--- src/rtl/cpu_state_pkg.sv ---
// Shared state encoding and constants of the processor state sequencer.
package cpu_state_pkg;
    typedef enum logic [2:0] {
        ST_RESET  = 3'd0,
        ST_EXC    = 3'd1,
        ST_RUN    = 3'd2,
        ST_PDOWN  = 3'd3,
        ST_BUSREL = 3'd4
    } cpu_state_e;

    localparam logic [31:0] RESET_VECTOR = 32'hA000_0000;
endpackage

--- src/rtl/cpu_state_fsm.sv ---
// State register and transition logic of the sequencer.
// Assumes rst_n is synchronous; the reset kind is captured while it is low.
// Exception handling lasts EXC_CYCLES cycles (EXC_CYCLES >= 1).
module cpu_state_fsm
    import cpu_state_pkg::*;
#(
    parameter int EXC_CYCLES = 2
) (
    input  logic       clk,
    input  logic       rst_n,
    input  logic       rst_por_i,
    input  logic       evt_req_i,
    input  logic       sleep_req_i,
    input  logic       standby_i,
    input  logic       bus_req_i,
    input  logic       wake_i,
    output cpu_state_e state_o,
    output logic       enter_exc_o,
    output logic       exit_exc_o,
    output logic       exit_reset_o,
    output logic       last_por_o,
    output logic       pd_standby_o
);
    localparam int CNT_W = (EXC_CYCLES > 1) ? $clog2(EXC_CYCLES) : 1;
    localparam logic [CNT_W-1:0] CNT_LAST = CNT_W'(EXC_CYCLES - 1);

    cpu_state_e     state_q, state_d;
    logic [CNT_W-1:0] cnt_q;

    // Next state with fixed request priority in program execution.
    always_comb begin
        state_d      = state_q;
        enter_exc_o  = 1'b0;
        exit_exc_o   = 1'b0;
        exit_reset_o = 1'b0;
        case (state_q)
            ST_RESET: begin
                state_d      = ST_RUN;
                exit_reset_o = 1'b1;
            end
            ST_EXC: begin
                if (cnt_q == CNT_LAST) begin
                    state_d    = ST_RUN;
                    exit_exc_o = 1'b1;
                end
            end
            ST_RUN: begin
                if (evt_req_i) begin
                    state_d     = ST_EXC;
                    enter_exc_o = 1'b1;
                end else if (bus_req_i) begin
                    state_d = ST_BUSREL;
                end else if (sleep_req_i) begin
                    state_d = ST_PDOWN;
                end
            end
            ST_PDOWN: begin
                if (wake_i) begin
                    state_d     = ST_EXC;
                    enter_exc_o = 1'b1;
                end
            end
            ST_BUSREL: begin
                if (!bus_req_i) state_d = ST_RUN;
            end
            default: state_d = ST_RESET;
        endcase
    end

    // State, exception cycle counter, reset kind and power-down mode registers.
    always_ff @(posedge clk) begin
        if (!rst_n) begin
            state_q      <= ST_RESET;
            cnt_q        <= '0;
            last_por_o   <= rst_por_i;
            pd_standby_o <= 1'b0;
        end else begin
            state_q <= state_d;
            if (state_q == ST_EXC && !exit_exc_o) cnt_q <= cnt_q + CNT_W'(1);
            else                                  cnt_q <= '0;
            if (state_q == ST_RUN && state_d == ST_PDOWN)      pd_standby_o <= standby_i;
            else if (state_q == ST_PDOWN && state_d != ST_PDOWN) pd_standby_o <= 1'b0;
        end
    end

    assign state_o = state_q;
endmodule

--- src/rtl/cpu_pc_gen.sv ---
// Program counter load generator: reset vector on reset exit,
// vector base plus offset (captured at acceptance) on exception exit.
// Assumes OFF_W < 32.
module cpu_pc_gen
    import cpu_state_pkg::*;
#(
    parameter int OFF_W = 16
) (
    input  logic             clk,
    input  logic             rst_n,
    input  logic             enter_exc_i,
    input  logic             exit_exc_i,
    input  logic             exit_reset_i,
    input  logic [31:0]      vbr_i,
    input  logic [OFF_W-1:0] offset_i,
    output logic             pc_load_o,
    output logic [31:0]      pc_value_o
);
    localparam int PAD_W = 32 - OFF_W;

    logic [31:0] target_q;

    // Capture the vector target and drive the one-cycle load strobe.
    always_ff @(posedge clk) begin
        if (!rst_n) begin
            target_q   <= '0;
            pc_load_o  <= 1'b0;
            pc_value_o <= '0;
        end else begin
            if (enter_exc_i) target_q <= vbr_i + {{PAD_W{1'b0}}, offset_i};
            pc_load_o <= exit_reset_i | exit_exc_i;
            if (exit_reset_i)    pc_value_o <= RESET_VECTOR;
            else if (exit_exc_i) pc_value_o <= target_q;
        end
    end
endmodule

--- src/rtl/cpu_shadow_bank.sv ---
// Shadow registers for PC, SR and R15, written together on exception entry.
// Assumes save_i is a single-cycle pulse from the sequencer.
module cpu_shadow_bank #(
    parameter int DATA_W = 32
) (
    input  logic              clk,
    input  logic              rst_n,
    input  logic              save_i,
    input  logic [DATA_W-1:0] pc_i,
    input  logic [DATA_W-1:0] sr_i,
    input  logic [DATA_W-1:0] r15_i,
    output logic              saved_o,
    output logic [DATA_W-1:0] spc_o,
    output logic [DATA_W-1:0] ssr_o,
    output logic [DATA_W-1:0] sgr_o
);
    localparam int NUM_SHD = 3;

    logic [DATA_W-1:0] src [NUM_SHD];
    logic [DATA_W-1:0] shd [NUM_SHD];

    assign src[0] = pc_i;
    assign src[1] = sr_i;
    assign src[2] = r15_i;

    for (genvar g = 0; g < NUM_SHD; g++) begin : g_shd
        // One shadow entry, loaded on the save pulse.
        always_ff @(posedge clk) begin
            if (!rst_n)      shd[g] <= '0;
            else if (save_i) shd[g] <= src[g];
        end
    end

    // Strobe telling that the shadows were written at the last edge.
    always_ff @(posedge clk) begin
        if (!rst_n) saved_o <= 1'b0;
        else        saved_o <= save_i;
    end

    assign spc_o = shd[0];
    assign ssr_o = shd[1];
    assign sgr_o = shd[2];
endmodule

--- src/rtl/cpu_state_seq.sv ---
// Top of the processor state sequencer: state machine, PC load
// generator and shadow bank, plus domain-select and grant decode.
// Assumes all inputs are synchronous to clk.
module cpu_state_seq
    import cpu_state_pkg::*;
#(
    parameter int DATA_W     = 32,
    parameter int OFF_W      = 16,
    parameter int EXC_CYCLES = 2
) (
    input  logic              clk,
    input  logic              rst_n,
    input  logic              rst_por_i,
    input  logic              evt_req_i,
    input  logic [OFF_W-1:0]  evt_offset_i,
    input  logic [31:0]       vbr_i,
    input  logic [DATA_W-1:0] pc_i,
    input  logic [DATA_W-1:0] sr_i,
    input  logic [DATA_W-1:0] r15_i,
    input  logic              sleep_req_i,
    input  logic              standby_i,
    input  logic              wake_i,
    input  logic              bus_req_i,
    output logic [2:0]        state_o,
    output logic              init_core_o,
    output logic              init_bus_o,
    output logic              last_por_o,
    output logic              pd_standby_o,
    output logic              pc_load_o,
    output logic [31:0]       pc_value_o,
    output logic              save_o,
    output logic [DATA_W-1:0] spc_o,
    output logic [DATA_W-1:0] ssr_o,
    output logic [DATA_W-1:0] sgr_o,
    output logic              bus_grant_o
);
    cpu_state_e state;
    logic       enter_exc, exit_exc, exit_reset;

    cpu_state_fsm #(.EXC_CYCLES(EXC_CYCLES)) u_fsm (
        .clk          (clk),
        .rst_n        (rst_n),
        .rst_por_i    (rst_por_i),
        .evt_req_i    (evt_req_i),
        .sleep_req_i  (sleep_req_i),
        .standby_i    (standby_i),
        .bus_req_i    (bus_req_i),
        .wake_i       (wake_i),
        .state_o      (state),
        .enter_exc_o  (enter_exc),
        .exit_exc_o   (exit_exc),
        .exit_reset_o (exit_reset),
        .last_por_o   (last_por_o),
        .pd_standby_o (pd_standby_o)
    );

    cpu_pc_gen #(.OFF_W(OFF_W)) u_pc (
        .clk          (clk),
        .rst_n        (rst_n),
        .enter_exc_i  (enter_exc),
        .exit_exc_i   (exit_exc),
        .exit_reset_i (exit_reset),
        .vbr_i        (vbr_i),
        .offset_i     (evt_offset_i),
        .pc_load_o    (pc_load_o),
        .pc_value_o   (pc_value_o)
    );

    cpu_shadow_bank #(.DATA_W(DATA_W)) u_shd (
        .clk     (clk),
        .rst_n   (rst_n),
        .save_i  (enter_exc),
        .pc_i    (pc_i),
        .sr_i    (sr_i),
        .r15_i   (r15_i),
        .saved_o (save_o),
        .spc_o   (spc_o),
        .ssr_o   (ssr_o),
        .sgr_o   (sgr_o)
    );

    // Domain selects and grant decoded from the current state.
    always_comb begin
        state_o     = state;
        init_core_o = (state == ST_RESET);
        init_bus_o  = (state == ST_RESET) && last_por_o;
        bus_grant_o = (state == ST_BUSREL);
    end
endmodule

--- config.mk ---
export PLATFORM = sky130hd
export DESIGN_NAME = cpu_state_seq
export DESIGN_NICKNAME = d
export VERILOG_FILES = /design/src/rtl/cpu_state_pkg.sv /design/src/rtl/cpu_state_fsm.sv /design/src/rtl/cpu_pc_gen.sv /design/src/rtl/cpu_shadow_bank.sv /design/src/rtl/cpu_state_seq.sv
export SDC_FILE = /design/constraint.sdc
export NUM_CORES = 1
export LEC_CHECK = 0
export BUFFER_PORTS_ARGS = -buffer_cell sky130_fd_sc_hd__buf_2
export CORE_MARGIN = 8
export CORE_UTILIZATION = 30
export CTS_BUF_LIST = sky130_fd_sc_hd__clkbuf_4 sky130_fd_sc_hd__clkbuf_8 sky130_fd_sc_hd__clkbuf_16
export DETAILED_ROUTE_END_ITERATION = 7
export GPL_ROUTABILITY_DRIVEN = 0
export SYNTH_ARGS = -nofsm -noshare
export SYNTH_HDL_FRONTEND = slang
export SYNTH_HIERARCHICAL = 1
export SYNTH_SLANG_ARGS = --single-unit
--- constraint.sdc ---
create_clock -name clk -period 7 [get_ports clk]
set_input_delay 0 -clock clk [delete_from_list [all_inputs] [get_ports clk]]
set_output_delay 0 -clock clk [all_outputs]
set_load 0.02 [all_outputs]
==> run summary, run 1 <==
Max Cap Viol: 0
Hold Crit Class: primary input to flop
Via density: 4.74
Cts repair resizes: 0
Outcome: finished clean
Number of synthesized flops with an enable pin: 97
Final wirelength: 25300 um
Initial antenna violation count: 0
Via count: 6583
Fmax: 327 MHz
Chip Height: 173 um
CP dominant cell by count: buf_4
Crit path DAT: 3.09 ns
Total Nets Final: 1221
Final cycle utilization of the critical path: 0.436
Reg clk slew, reported paths: 0.06 ns
Clock Tree Buf Depth: 2
Drt first-iter violations: 548
Initial DRT Pass Iterations: 5
CTS Sinks: 168
Vias in the first global route: 7007
Initial Utilization: 0.306
Core ar.: 24300 um^2
Slew margin rel.: 0.298
CP Data Required Time: 7.03 ns
Hold Vio Cnt, Final: 0
GRT Total Usage: 0.166
CP bufs+invs: 3
Slew of the pin with the lowest slew margin: 1.05 ns
Power per Cell Area: 238 nW/um^2
Clock Latency Late Sink: 0.42 ns
Die area: 30100 um^2
Syn-to-layout area delta: 48.0%
First-pass GRT wire length: 39900 um
Remaining antenna violation count after routing: 0
CTS Root Cell: clkbuf_16
Area leader, netlist: edfxtp_1
RSZ-0062 raised after global routing: false
Family with the most delay on the worst path: buffers and inverters
Mapped Cells: 655
Setup TNS: 0 ns
Slowest CP cell: buf_4
Syn nets: 824
CTS tree: done
Total design power: 2620 uW
Worst path max stage delay: 0.82 ns
Leak Pwr: 0.00502 uW
IO buf count: 289
Crit path from: u_fsm/state_o[1]
DPL Wire Length: 17400 um
Total grt overflow: 0
Final core utilization: 0.453
Post-Syn Area: 7440 um^2
Avg Cell Area, Syn: 11.4 um^2
R2r setup slk: 3.95 ns
Num CTS Buffers: 17
Layout Cells excl Fill: 1389
Fillers: 2250
Skew final: 0.0137 ns
H-tree levels: 4
Largest net degree at the start of global routing: 98
Sequence of cells on the critical path: inv_1 > nor3_2 > buf_4 > nand2b_4 > buf_4
Slew Limit Fails: 0
Crit path max fanout: 82
Residual DRC: 0
Post-synthesis register bit count: 168
Die span in x: 173 um
Crit path kind: flop to flop
CP Capture Type: flop
Row Count: 57
Hold_sp: vbr_i[25]
Tmin final: 3.05 ns
Critical path startpoint category: flop
Placed cells: 1233
Layout cell share with drive strength beyond 1: 0.319
Top_reg_cell synth: edfxtp_1
Top-area cell type share of the netlist area: 0.392
Post-synth cell types: 59
Yosys warns: 6
Synth area leaders: edfxtp_1 (39%), dfxtp_1 (19%), and3_1 (8.6%)
Antenna cells: 0
Drt wl/cell: 18.2 um
Worst reg2reg path startpoint: u_fsm/state_o[1]
Maximum vdd drop: 0.119 mV
I/O pins: 290
Sequential area share after synthesis: 0.583
Final setup violation count: 0
Async SR Flop Fraction: 0
## layout make-up
type	instances	area (um^2)	share of cell area
Clock buffer	18	433	0.0393
Clock inverter	14	189	0.0172
Inverter	17	63.8	0.00580
Multi-Input combinational cell	428	2840	0.258
Sequential cell	168	4330	0.394
Tap cell	324	405	0.0368
Timing Repair Buffer	420	2740	0.249
## state kept, by name (all words and copies together), names as in the netlist
signal              count
u_shd/shd              96
u_fsm/cnt_q             1
u_pc/pc_load_o          1
u_fsm/pd_standby_o      1
u_fsm/last_por_o        1
u_shd/saved_o           1
u_pc/target_q          32
u_fsm/state_o           3
u_pc/pc_value_o        32
## what timing repair did
action,4_1_cts,5_1_grt
hold buffers,124,0
setup buffers,0,0
endpoints found under the hold margin,118,0
## worst reg2reg max path: cells and delay by family (launching register included)
family | cells | cell delay (ns)
buffers and inverters | 3 | 1.44
DFF | 1 | 0.59
and+or+nand+nor | 2 | 0.57
## metal layers
layer / vias up / global-route usage / part of all wire
met1: 3071 / 0.201 / 0.42
li1: 3214 / - / -
met5: - / 0 / 0
met4: 0 / 0.0481 / 0.015
met3: 23 / 0.0414 / 0.074
met2: 275 / 0.288 / 0.49
## cells in the final DEF (no fill, tap or decap), drive strengths merged, types with 4 or more instances in the layout
| master | instances |
|---|---|
| inv | 22 |
| buf | 296 |
| nand3 | 8 |
| a211oi | 10 |
| a31oi | 7 |
| nand4 | 10 |
| dlygate4sd3 | 124 |
| a21o | 4 |
| ha | 16 |
| o21ai | 28 |
| xnor2 | 12 |
| edfxtp | 97 |
| o31ai | 6 |
| mux2i | 42 |
| nor2b | 4 |
| a21oi | 32 |
| nor3 | 10 |
| clkinv | 4 |
| dfxtp | 71 |
| o211ai | 4 |
| nand2 | 29 |
| and3 | 102 |
| clkbuf | 18 |
| nor2 | 58 |
## Yosys cell counts, types with 4 or more instances
library cell	instances
and3_1	102
buf_2	10
o31ai_1	5
nor2_1	58
nor3_1	10
o21ai_0	26
nand2_1	29
xnor2_1	12
dfxtp_1	71
buf_6	5
clkbuf_2	7
a211oi_1	10
inv_1	17
nor2b_1	4
o211ai_1	4
ha_1	16
edfxtp_1	97
nand4_1	9
nand3_1	8
a21o_1	4
clkbuf_1	18
a31oi_1	7
a21oi_1	31
mux2i_1	42
## report_power, final
group	internal, uW	total [uW]	leakage (uW)	switching, uW
registers	1130	1160	0.00160	31.4
clock network	576	994	0.000299	419
logic	188	471	0.00313	283
total	1890	2620	0.00502	733
## final timing paths
path                       endpoint  depth (start not counted)
setup / recovery   u_shd/shd[1][21]                          5
hold / removal    u_pc/target_q[25]                          3
hold reg to reg         u_fsm/cnt_q                          1
setup reg to reg   u_shd/shd[1][21]                          5
## logic make-up (layout without fill, tap and decap cells)
| kind of cell | Yosys count | after routing | share of synthesized area |
|---|---|---|---|
| AOI/OAI and AO/OA | 110 | 110 | 0.0972 |
| adders and majority gates | 17 | 17 | 0.0296 |
| muxes | 43 | 43 | 0.0580 |
| xor gates and xnor gates | 14 | 14 | 0.0165 |
| DFF | 168 | 168 | 0.583 |
| buffers and inverters | 59 | 469 | 0.0382 |
| and+or+nand+nor | 244 | 244 | 0.178 |
## stage by stage
stage,instance area (um^2),hold slack (ns),setup WS [ns]
finish,11000,0.0225,3.95
global route,11000,0.0127,3.67
CTS,11000,0.00147,3.92
detailed placement,9150,0.191,3.93
global placement,9150,0.181,3.97
floorplan,7440,0.0989,2.68
Power figures use the tool's default switching activity.
==> inputs of run 2 (changes only) <==
- clock period: 7 -> 3 ns (I/O delays scaled with it)
==> run summary, run 2 (synthesized netlist as in run 1, its figures left out) <==
Via density: 4.78 (was 4.74)
Hold Vio Cnt, Final: 0 (unchanged)
CP Data Required Time: 3.31 ns (was 7.03 ns)
Hold Crit Class: primary input to flop (unchanged)
Largest reg by FF count: u_shd/shd (unchanged)
CTS tree: done (unchanged)
Clock Latency Late Sink: 0.42 ns (about the same)
RSZ-0062 raised after global routing: false (unchanged)
Family with the most delay on the worst path: buffers and inverters (unchanged)
R2r setup slk: 0.56 ns (was 3.95 ns)
Total design power: 6090 uW (was 2620 uW)
Slew margin rel.: 0.468 (was 0.298)
IO buf count: 289 (unchanged)
Tmin final: 2.88 ns
Initial antenna violation count: 1 (was 0)
Maximum vdd drop: 0.273 mV (was 0.119 mV)
Slowest CP cell: dlygate4sd3_1 (was buf_4)
Drt first-iter violations: 435 (was 548)
Crit path DAT: 3.19 ns (was 3.09 ns)
H-tree levels: 4 (unchanged)
GRT Total Usage: 0.158 (was 0.166)
Outcome: finished clean (unchanged)
Skew final: 0.0122 ns (was 0.0137 ns)
Residual DRC: 0 (unchanged)
Worst path max stage delay: 0.60 ns (was 0.82 ns)
Drt wl/cell: 17.6 um (was 18.2 um)
CP dominant cell by count: dlygate4sd3_1 (was buf_4)
Row Count: 57 (unchanged)
First-pass GRT wire length: 38500 um (was 39900 um)
Total grt overflow: 0 (unchanged)
Slew of the pin with the lowest slew margin: 0.797 ns (was 1.05 ns)
Syn-to-layout area delta: 48.7% (was 48.0%)
Final wirelength: 24600 um (was 25300 um)
CP Capture Type: flop (unchanged)
Crit path max fanout: 7 (was 82)
Number of flip-flops in the largest register: 96 (unchanged)
Commonest non-fill, non-tap cell in the layout: buf_2 (unchanged)
Fin Hold WS: 0.0241 ns (was 0.0225 ns)
Initial DRT Pass Iterations: 5 (unchanged)
Most frequent cells in the layout: buf_2 (288), dlygate4sd3_1 (124), and3_1 (102), edfxtp_1 (97), dfxtp_1 (71) (unchanged)
Slew Limit Fails: 0 (unchanged)
CP bufs+invs: 3 (unchanged)
Num CTS Buffers: 17 (unchanged)
Remaining antenna violation count after routing: 0 (unchanged)
Layout cell share with drive strength beyond 1: 0.321 (was 0.319)
Max Cap Viol: 0 (unchanged)
CTS Sinks: 168 (unchanged)
Crit path kind: primary input to flop (was flop to flop)
Via count: 6660 (was 6583)
Final cycle utilization of the critical path: 0.961
Setup TNS: 0 ns (unchanged)
Largest net degree at the start of global routing: 144 (was 98)
Core ar.: 24300 um^2 (unchanged)
Final setup violation count: 0 (unchanged)
Total Nets Final: 1223 (was 1221)
Final core utilization: 0.455 (was 0.453)
Critical path startpoint category: primary input (was flop)
Clock Tree Buf Depth: 2 (unchanged)
I/O pins: 290 (unchanged)
Reg clk slew, reported paths: 0.07 ns (was 0.06 ns)
Die span in x: 173 um (unchanged)
DPL Wire Length: 16500 um (was 17400 um)
Die area: 30100 um^2 (unchanged)
Fmax: 347 MHz
Post CTS Setup Buffer Count: 0 (unchanged)
Top Registers: u_shd/shd x96, u_pc/pc_value_o x32, u_pc/target_q x32 (unchanged)
Sequence of cells on the critical path: dlygate4sd3_1 > buf_2 > ha_1 > fa_1 > a21o_1 > a221oi_2 > o31ai_4 > a21oi_4 > or4_1 > a31oi_1 > dlygate4sd3_1 (was inv_1 > nor3_2 > buf_4 > nand2b_4 > buf_4)
Initial Utilization: 0.306 (unchanged)
Chip Height: 173 um (unchanged)
Power per Cell Area: 551 nW/um^2 (was 238 nW/um^2)
CTS Root Cell: clkbuf_16 (unchanged)
Leak Pwr: 0.00504 uW (was 0.00502 uW)
Vias in the first global route: 6699 (was 7007)
run 2: cell types whose count changed in the layout (fill, tap and decap cells not counted), sizes merged:
cell    delta
buf        +2
bufinv     -1
diode      +1
clkinv     -2
inv        +3
run 2: layer usage:
layer | share of wire | track usage
met5 | 0 | 0
met1 | 0.45 | 0.207
met3 | 0.072 | 0.0453
met2 | 0.47 | 0.258
met4 | 0.0048 | 0.0309
run 2: worst register-to-register path: cells and delay by family, from the launching register on:
| kind | cells | cell delay, ns |
|---|---|---|
| compound gates | 1 | 0.07 |
| buf+inv | 4 | 1.46 |
| flops | 1 | 0.33 |
| simple gates | 2 | 0.46 |
run 2: what timing repair did:
action	in CTS	in global routing
hold endpoints to repair	118	0
gates resized for setup	0	1
setup endpoints to repair	0	1
hold buffers	124	0
run 2: area by class of cell:
class	count	area [um^2]
fill	2264	13300
sequential	168	4330
multi-input combinational	428	2850
timing repair buffer	422	2800
clock buffer	18	433
tap	324	405
clock inverter	14	180
inverter	17	63.8
antenna	1	2.50
run 2: final timing paths:
| path | cells past startpoint | start | end |
|---|---|---|---|
| setup / recovery | 11 | evt_offset_i[0] | u_pc/target_q[28] |
| hold / removal | 4 | vbr_i[1] | u_pc/target_q[1] |
| setup reg to reg | 7 | u_fsm/state_o[1] | u_pc/target_q[27] |
| hold reg to reg | 1 | u_fsm/cnt_q | u_fsm/cnt_q |
run 2: per-stage QoR:
stage               instance area, um^2  std cells  setup slack, ns
floorplan                          7450        655            0.354
global placement                   9200       1235            0.641
detailed placement                 9200       1235            0.581
CTS                               11100       1391           0.0765
global route                      11100       1392           0.0322
finish                            11100       1392            0.117
run 2: power breakdown:
group | total, uW | switching [uW] | internal [uW] | leakage, uW
Combinational | 1120 | 673 | 450 | 0.00315
Sequential | 2690 | 61.6 | 2620 | 0.00160
Clock | 2280 | 1010 | 1280 | 0.000296
Total | 6090 | 1740 | 4350 | 0.00504
